[config.mk]
export PLATFORM = sky130hd
export DESIGN_NAME = sec_access_filter
export DESIGN_NICKNAME = d
export VERILOG_FILES = /design/src/rtl/sec_filter_pkg.sv /design/src/rtl/sec_filter_check.sv /design/src/rtl/sec_filter_regs.sv /design/src/rtl/sec_filter_path.sv /design/src/rtl/sec_access_filter.sv
export SDC_FILE = /design/constraint.sdc
export NUM_CORES = 1
export LEC_CHECK = 0
export BUFFER_PORTS_ARGS = -buffer_cell sky130_fd_sc_hd__buf_2
export CORE_ASPECT_RATIO = 1.25
export CORE_UTILIZATION = 39
export DETAILED_ROUTE_END_ITERATION = 8
export PLACE_DENSITY_LB_ADDON = 0.2
export SYNTH_ARGS = -nofsm -noshare
export SYNTH_HDL_FRONTEND = slang
export SYNTH_SLANG_ARGS = --single-unit
[constraint.sdc]
create_clock -name clk -period 1.6 [get_ports clk]
set_clock_uncertainty 0.1 [all_clocks]
set_input_delay 0.08 -clock clk [delete_from_list [all_inputs] [get_ports clk]]
set_output_delay 0.08 -clock clk [all_outputs]
set_load 0.01 [all_outputs]
[src/rtl/sec_filter_pkg.sv]
package sec_filter_pkg;
  localparam logic [1:0] ADR_PERM  = 2'd0;
  localparam logic [1:0] ADR_MODE  = 2'd1;
  localparam logic [1:0] ADR_STAT  = 2'd2;
  localparam logic [1:0] ADR_VADDR = 2'd3;

  typedef struct packed {
    logic user;
    logic ns;
    logic write;
    logic valid;
  } viol_rec_t;
endpackage

[src/rtl/sec_filter_check.sv]
module sec_filter_check #(
  parameter int PRIV_SPLIT    = 1,
  parameter int SECURE_ALWAYS = 0,
  parameter int PERM_W        = 8
) (
  input  logic              req_valid,
  input  logic              req_write,
  input  logic              req_ns,
  input  logic              req_priv,
  input  logic [PERM_W-1:0] perm,
  output logic              allow,
  output logic              viol
);
  localparam int IDX_W = (PRIV_SPLIT != 0) ? 3 : 2;

  logic [IDX_W-1:0] idx;

  generate
    if (PRIV_SPLIT != 0) begin : g_split
      assign idx = {~req_priv, req_ns, req_write};
    end else begin : g_flat
      logic unused_priv;
      assign unused_priv = req_priv;
      assign idx = {req_ns, req_write};
    end
  endgenerate

  logic sec_bypass;
  assign sec_bypass = (SECURE_ALWAYS != 0) && !req_ns;
  assign allow      = perm[idx] | sec_bypass;
  assign viol       = req_valid & ~allow;
endmodule

[src/rtl/sec_filter_regs.sv]
module sec_filter_regs
  import sec_filter_pkg::*;
#(
  parameter int          ADDR_W   = 12,
  parameter int          DATA_W   = 32,
  parameter int          PERM_W   = 8,
  parameter logic [7:0]  PERM_RST = 8'h00
) (
  input  logic              clk,
  input  logic              rst,
  input  logic              cfg_valid,
  input  logic              cfg_write,
  input  logic              cfg_ns,
  input  logic [1:0]        cfg_addr,
  input  logic [DATA_W-1:0] cfg_wdata,
  output logic [DATA_W-1:0] cfg_rdata,
  input  logic              viol,
  input  logic              req_write,
  input  logic              req_ns,
  input  logic              req_priv,
  input  logic [ADDR_W-1:0] req_addr,
  output logic [PERM_W-1:0] perm,
  output logic              err_mode,
  output logic              stat_valid,
  output logic              stat_clr,
  output logic [ADDR_W-1:0] stat_vaddr
);
  viol_rec_t rec;
  logic      sec_wr;
  logic [DATA_W-1:0] rd_mux;
  logic      unused_wdata;

  assign unused_wdata = ^cfg_wdata[DATA_W-1:PERM_W];
  assign sec_wr     = cfg_valid & cfg_write & ~cfg_ns;
  assign stat_clr   = sec_wr && (cfg_addr == ADR_STAT) && cfg_wdata[0];
  assign stat_valid = rec.valid;

  always_comb begin
    case (cfg_addr)
      ADR_PERM:  rd_mux = {{(DATA_W-PERM_W){1'b0}}, perm};
      ADR_MODE:  rd_mux = {{(DATA_W-1){1'b0}}, err_mode};
      ADR_STAT:  rd_mux = {{(DATA_W-4){1'b0}}, rec};
      default:   rd_mux = {{(DATA_W-ADDR_W){1'b0}}, stat_vaddr};
    endcase
  end

  always_ff @(posedge clk) begin
    if (rst) begin
      perm       <= PERM_RST[PERM_W-1:0];
      err_mode   <= 1'b0;
      rec        <= '0;
      stat_vaddr <= '0;
      cfg_rdata  <= '0;
    end else begin
      if (sec_wr && cfg_addr == ADR_PERM) perm <= cfg_wdata[PERM_W-1:0];
      if (sec_wr && cfg_addr == ADR_MODE) err_mode <= cfg_wdata[0];
      if (viol && (!rec.valid || stat_clr)) begin
        rec.valid  <= 1'b1;
        rec.write  <= req_write;
        rec.ns     <= req_ns;
        rec.user   <= ~req_priv;
        stat_vaddr <= req_addr;
      end else if (stat_clr) begin
        rec        <= '0;
        stat_vaddr <= '0;
      end
      cfg_rdata <= (cfg_valid && !cfg_write) ? rd_mux : '0;
    end
  end
endmodule

[src/rtl/sec_filter_path.sv]
module sec_filter_path #(
  parameter int ADDR_W = 12,
  parameter int DATA_W = 32
) (
  input  logic              clk,
  input  logic              rst,
  input  logic              req_valid,
  input  logic              req_write,
  input  logic [ADDR_W-1:0] req_addr,
  input  logic [DATA_W-1:0] req_wdata,
  input  logic              allow,
  input  logic              err_mode,
  output logic              slv_sel,
  output logic              slv_write,
  output logic [ADDR_W-1:0] slv_addr,
  output logic [DATA_W-1:0] slv_wdata,
  input  logic [DATA_W-1:0] slv_rdata,
  output logic              rsp_valid,
  output logic              rsp_err,
  output logic [DATA_W-1:0] rsp_rdata
);
  logic s1_valid, s1_block, s1_err_mode, s1_write;

  always_ff @(posedge clk) begin
    if (rst) begin
      slv_sel     <= 1'b0;
      slv_write   <= 1'b0;
      slv_addr    <= '0;
      slv_wdata   <= '0;
      s1_valid    <= 1'b0;
      s1_block    <= 1'b0;
      s1_err_mode <= 1'b0;
      s1_write    <= 1'b0;
      rsp_valid   <= 1'b0;
      rsp_err     <= 1'b0;
      rsp_rdata   <= '0;
    end else begin
      slv_sel     <= req_valid & allow;
      slv_write   <= req_write;
      slv_addr    <= req_addr;
      slv_wdata   <= req_wdata;
      s1_valid    <= req_valid;
      s1_block    <= req_valid & ~allow;
      s1_err_mode <= err_mode;
      s1_write    <= req_write;
      rsp_valid   <= s1_valid;
      rsp_err     <= s1_valid & s1_block & s1_err_mode;
      rsp_rdata   <= (s1_valid && !s1_block && !s1_write) ? slv_rdata : '0;
    end
  end
endmodule

[src/rtl/sec_access_filter.sv]
module sec_access_filter #(
  parameter int         ADDR_W        = 12,
  parameter int         DATA_W        = 32,
  parameter int         PRIV_SPLIT    = 1,
  parameter int         SECURE_ALWAYS = 0,
  parameter logic [7:0] PERM_RST      = 8'h00
) (
  input  logic              clk,
  input  logic              rst,
  input  logic              req_valid,
  input  logic              req_write,
  input  logic              req_ns,
  input  logic              req_priv,
  input  logic [ADDR_W-1:0] req_addr,
  input  logic [DATA_W-1:0] req_wdata,
  output logic              rsp_valid,
  output logic              rsp_err,
  output logic [DATA_W-1:0] rsp_rdata,
  output logic              slv_sel,
  output logic              slv_write,
  output logic [ADDR_W-1:0] slv_addr,
  output logic [DATA_W-1:0] slv_wdata,
  input  logic [DATA_W-1:0] slv_rdata,
  input  logic              cfg_valid,
  input  logic              cfg_write,
  input  logic              cfg_ns,
  input  logic [1:0]        cfg_addr,
  input  logic [DATA_W-1:0] cfg_wdata,
  output logic [DATA_W-1:0] cfg_rdata
);
  localparam int IDX_W  = (PRIV_SPLIT != 0) ? 3 : 2;
  localparam int PERM_W = 1 << IDX_W;

  logic              allow, viol, err_mode, stat_valid, stat_clr;
  logic [PERM_W-1:0] perm_q;
  logic [ADDR_W-1:0] stat_vaddr;

  sec_filter_check #(
    .PRIV_SPLIT(PRIV_SPLIT), .SECURE_ALWAYS(SECURE_ALWAYS), .PERM_W(PERM_W)
  ) u_check (
    .req_valid(req_valid), .req_write(req_write), .req_ns(req_ns),
    .req_priv(req_priv), .perm(perm_q), .allow(allow), .viol(viol)
  );

  sec_filter_regs #(
    .ADDR_W(ADDR_W), .DATA_W(DATA_W), .PERM_W(PERM_W), .PERM_RST(PERM_RST)
  ) u_regs (
    .clk(clk), .rst(rst), .cfg_valid(cfg_valid), .cfg_write(cfg_write),
    .cfg_ns(cfg_ns), .cfg_addr(cfg_addr), .cfg_wdata(cfg_wdata),
    .cfg_rdata(cfg_rdata), .viol(viol), .req_write(req_write),
    .req_ns(req_ns), .req_priv(req_priv), .req_addr(req_addr),
    .perm(perm_q), .err_mode(err_mode), .stat_valid(stat_valid),
    .stat_clr(stat_clr), .stat_vaddr(stat_vaddr)
  );

  sec_filter_path #(.ADDR_W(ADDR_W), .DATA_W(DATA_W)) u_path (
    .clk(clk), .rst(rst), .req_valid(req_valid), .req_write(req_write),
    .req_addr(req_addr), .req_wdata(req_wdata), .allow(allow),
    .err_mode(err_mode), .slv_sel(slv_sel), .slv_write(slv_write),
    .slv_addr(slv_addr), .slv_wdata(slv_wdata), .slv_rdata(slv_rdata),
    .rsp_valid(rsp_valid), .rsp_err(rsp_err), .rsp_rdata(rsp_rdata)
  );
endmodule

==> results.md <==
* Largest net degree at the start of global routing at 68
* Horizontal die dimension at roughly 92 µm
* Boundary pin count at roughly 230
* Total CTS buffers at 17
* Tightest Pin Transition at 0.632 ns
* Net switching power figure at 1.64 mW
* Clock sink total at 120
* Count of endpoints failing hold in the final timing report at 0
* Most common cell after layout, fill and taps aside: sky130_fd_sc_hd__buf_2
* Number of cells produced by synthesis at 358
* Cell depth of the worst setup path at 5
* Number of antenna violations at the first check in global routing at 0
* Sequence of cells on the critical path: mux2_2 -> mux4_2 -> nor3b_4 -> buf_12 -> o32ai_1
* Critical Path Sink: u_regs.stat_vaddr[5]$_SDFFE_PP0P_
* Via count of the first global-routing pass at 3,561
* CP startpoint: u_regs.perm[7]$_SDFFE_PP0P_
* Sw Ratio at about a fifth
* Sequential cell area in the final layout at ~0.0024 mm²
* Clock root buffer master: sky130_fd_sc_hd__clkbuf_16
* Total global-route track usage at 21.0%
* Violated checks: setup timing
* Clock transition at the registers of the reported paths at 0.06 ns
* Post-synthesis average cell area at approximately 11 µm²
* Initial standard-cell utilization of the core at around two fifths
* Post-route ant nets at 0
* Largest area contributor in the netlist: sky130_fd_sc_hd__dfxtp_1
* Critical Path RT at 1.75 ns
* Seq cells post-synth at 120
* Internal power component at 6.33 mW
* Depth of the worst register-to-register path at 5
* Rel. slew slack at around 58%
* Result of the run: finished, violations left
* Cell family with the largest share of critical-path delay: multiplexers
* Path type of the worst min-delay path: in2reg
* Post-Synthesis Cell Area at 0.00397 mm²
* Number of instances in the placed design at 670
* Top library cells by usage in the layout, fill and taps aside: sky130_fd_sc_hd__buf_2 (186), sky130_fd_sc_hd__dfxtp_1 (120), sky130_fd_sc_hd__dlygate4sd3_1 (87)
* Vias at around 3,600
* Startpoint of the most critical register-to-register path: u_regs.perm[7]$_SDFFE_PP0P_
* Peak supply drop at 661 µV
* Final estimated routing congestion in global placement at between 0.8 and 0.9
* Core Region at 0.00976 mm²
* Bufs on Longest Clock Path at 2
* Largest incremental delay on the critical path at 0.50 ns
* Overall power of the completed layout at 7.97 mW
* Proportion of synthesized flip-flops having asynchronous set or reset at 0%
* Std cell rows at 40
* Sequential share of the synthesized area at between 60% and 70%
* Leading register cell type out of synthesis: sky130_fd_sc_hd__dfxtp_1
* Clock tree from TritonCTS: done
* Fraction of power consumed by the clock network at 51.8%
* Portion of the clock cycle consumed by the worst path in the final layout at 114%
* Final routed wirelength across all metal layers at approximately 11,000 µm
* Die outline height at 115 µm
* Synth top area share at 60.5%
* Area taken by multi-input logic gates at about 0.0014 mm²
* Pre-antenna DRT Iters at 7
* Total power divided by cell area at 1200 mW/mm²
* Final design area excluding fillers at 0.00663 mm²
* Time the final worst path needs with I/O delays and setup at ~1.8 ns
* Share of cells above drive strength 1 at 38.3%
* DP HPWL at approximately 6800 µm
* Maxcap violations at 0
* Leakage power figure at 3.18 nW
* Crit path kind: reg2reg
* Final non-filler cell total at roughly 800
* Largest cells by area after synthesis: sky130_fd_sc_hd__dfxtp_1 (61%), sky130_fd_sc_hd__and2_1 (5.8%), sky130_fd_sc_hd__nor2b_1 (5.7%)
* Yosys cell types at 30
* Clock latency reported for the late side of the worst-skew pair at about 0.40 ns
* Worst setup EP type: flip-flop
* Aggregate global routing overflow at 0
* Bufs and invs on worst path at 1
* Avg WL per Cell at 13.8 µm
* Deepest level of the CTS H-tree at 4
* Number of enable-type register cells in the synthesized netlist at 0
* Master of the slowest instance on the critical path: sky130_fd_sc_hd__mux4_2
* First-pass GRT wire length at ~17,000 µm
* Routed via count divided by cell count at around 4.5
* Critical path peak fanout at 15
* Final-layout fill cell count at ~750
* Register-to-Register Setup Slack at -0.22 ns
* Setup repair after global routing missed its margin: true
* Worst endpoint data arrival time at 1.98 ns
* Number of warnings printed during yosys synthesis at 0
* Max-slew violations at 0
* Number of port buffers at 186
* Critical path startpoint category: flip-flop
* Placed inst area at 0.00509 mm²
* Final Net Count at 770
* R2r endpoint: u_regs.stat_vaddr[5]$_SDFFE_PP0P_
* Comb power frac at about 8.8%
* Final worst slack at -0.220 ns
* Endpoints failing setup at 15
* Drt first-iter violations at 61
* Portion of total power attributed to sequential cells at 39.4%
* Floorplan die area at 0.0106 mm²
* DRC errors left at 0
* Highest clock frequency the design can meet at around 0.55 GHz
* Layout-stage area growth over the synthesis result at 66.9%
==> routing by layer <==
metal	GRT usage, %	routed length (µm)	vias up
met5	0	0	-
met4	12.2	297	0
met3	6.28	681	25
met2	37.6	5800	171
met1	21.8	4120	1671
li1	-	-	1723
==> through the flow <==
stage / hold WS [ns] / TNS [ns] / setup slack, ns / utilization [%]
floorplan: 0.0664 / -2.26 / -0.183 / -
global placement: 0.180 / -3.03 / -0.214 / 52.1
detailed placement: 0.183 / -3.48 / -0.248 / 52.1
CTS: 0.0158 / -2.92 / -0.218 / 67.9
global route: 0.0443 / -4.01 / -0.289 / 67.9
finish: 0.0344 / -3.00 / -0.220 / 67.9
==> sequential cells by signal, indices dropped and copies added (netlist names), 3 cells and up <==
name,cells
u_regs.cfg_rdata,12
u_path.rsp_rdata,32
u_regs.stat_vaddr,12
u_path.slv_wdata,32
u_regs.perm,8
u_path.slv_addr,12
u_regs.rec,3
==> what timing repair did <==
action | in CTS | in global routing
hold buffers | 87 | 0
setup buffers | 1 | 0
endpoints found under the hold margin | 105 | 0
cloned | 0 | 0
setup endpoints to repair | 15 | 15
gates resized for setup | 1 | 0
==> synthesized netlist by cell type, types with 7 or more instances <==
master	instances
sky130_fd_sc_hd__mux2_2	7
sky130_fd_sc_hd__nand3b_1	16
sky130_fd_sc_hd__buf_4	20
sky130_fd_sc_hd__nor2b_1	36
sky130_fd_sc_hd__o32ai_1	14
sky130_fd_sc_hd__mux2i_1	13
sky130_fd_sc_hd__inv_1	15
sky130_fd_sc_hd__nor2_1	32
sky130_fd_sc_hd__dfxtp_1	120
sky130_fd_sc_hd__and2_1	37
sky130_fd_sc_hd__a22oi_1	7
sky130_fd_sc_hd__clkbuf_1	17
==> layout make-up <==
cell class                 instances  area share, %
antenna                            1         0.0378
clock buffer                      19           6.84
clock inverter                    13           3.02
inverter                          15          0.850
multi-input combinational        202           20.4
sequential                       120           36.3
tap                              126           2.38
timing repair buffer             295           30.2
==> power groups by stage <==
stage / combinational, mW / sequential (mW) / clock [mW]
final: 0.702 / 3.14 / 4.13
after global routing: 0.763 / 3.15 / 4.34
after CTS: 0.693 / 3.14 / 4.20
after detailed placement: 0.520 / 3.20 / 0
after global placement: 0.512 / 3.20 / 0
after floorplan: 0.249 / 3.24 / 0
==> how the worst min path moves through the flow <==
stage	start	to	slack, ns	depth (start not counted)
2_1_floorplan	rst	u_path.rsp_valid$_SDFF_PP0_	0.07	1
3_3_place_gp	slv_rdata[22]	u_path.rsp_rdata[22]$_SDFF_PP0_	0.18	2
3_5_place_dp	slv_rdata[18]	u_path.rsp_rdata[18]$_SDFF_PP0_	0.18	2
4_1_cts	rst	u_path.slv_wdata[31]$_SDFF_PP0_	0.02	3
5_1_grt	rst	u_path.slv_wdata[21]$_SDFF_PP0_	0.04	3
6_report	rst	u_path.slv_wdata[10]$_SDFF_PP0_	0.03	3
==> cells by family after synthesis <==
group,share of synthesized area (%)
compound gates,5.01
buf+inv,7.50
flops,60.5
mux,6.96
other cells,0.0945
simple gates,19.9
==> worst reg2reg max path, delay by kind of cell (launching register included) <==
family / cells / cell delay, ns
buffers and inverters: 1 / 0.17
multiplexers: 2 / 0.77
AND/OR/NAND/NOR: 1 / 0.24
flip-flops: 1 / 0.30
AO/OA/AOI/OAI: 1 / 0.09
Note: power is estimated with default switching activity, not from simulation.
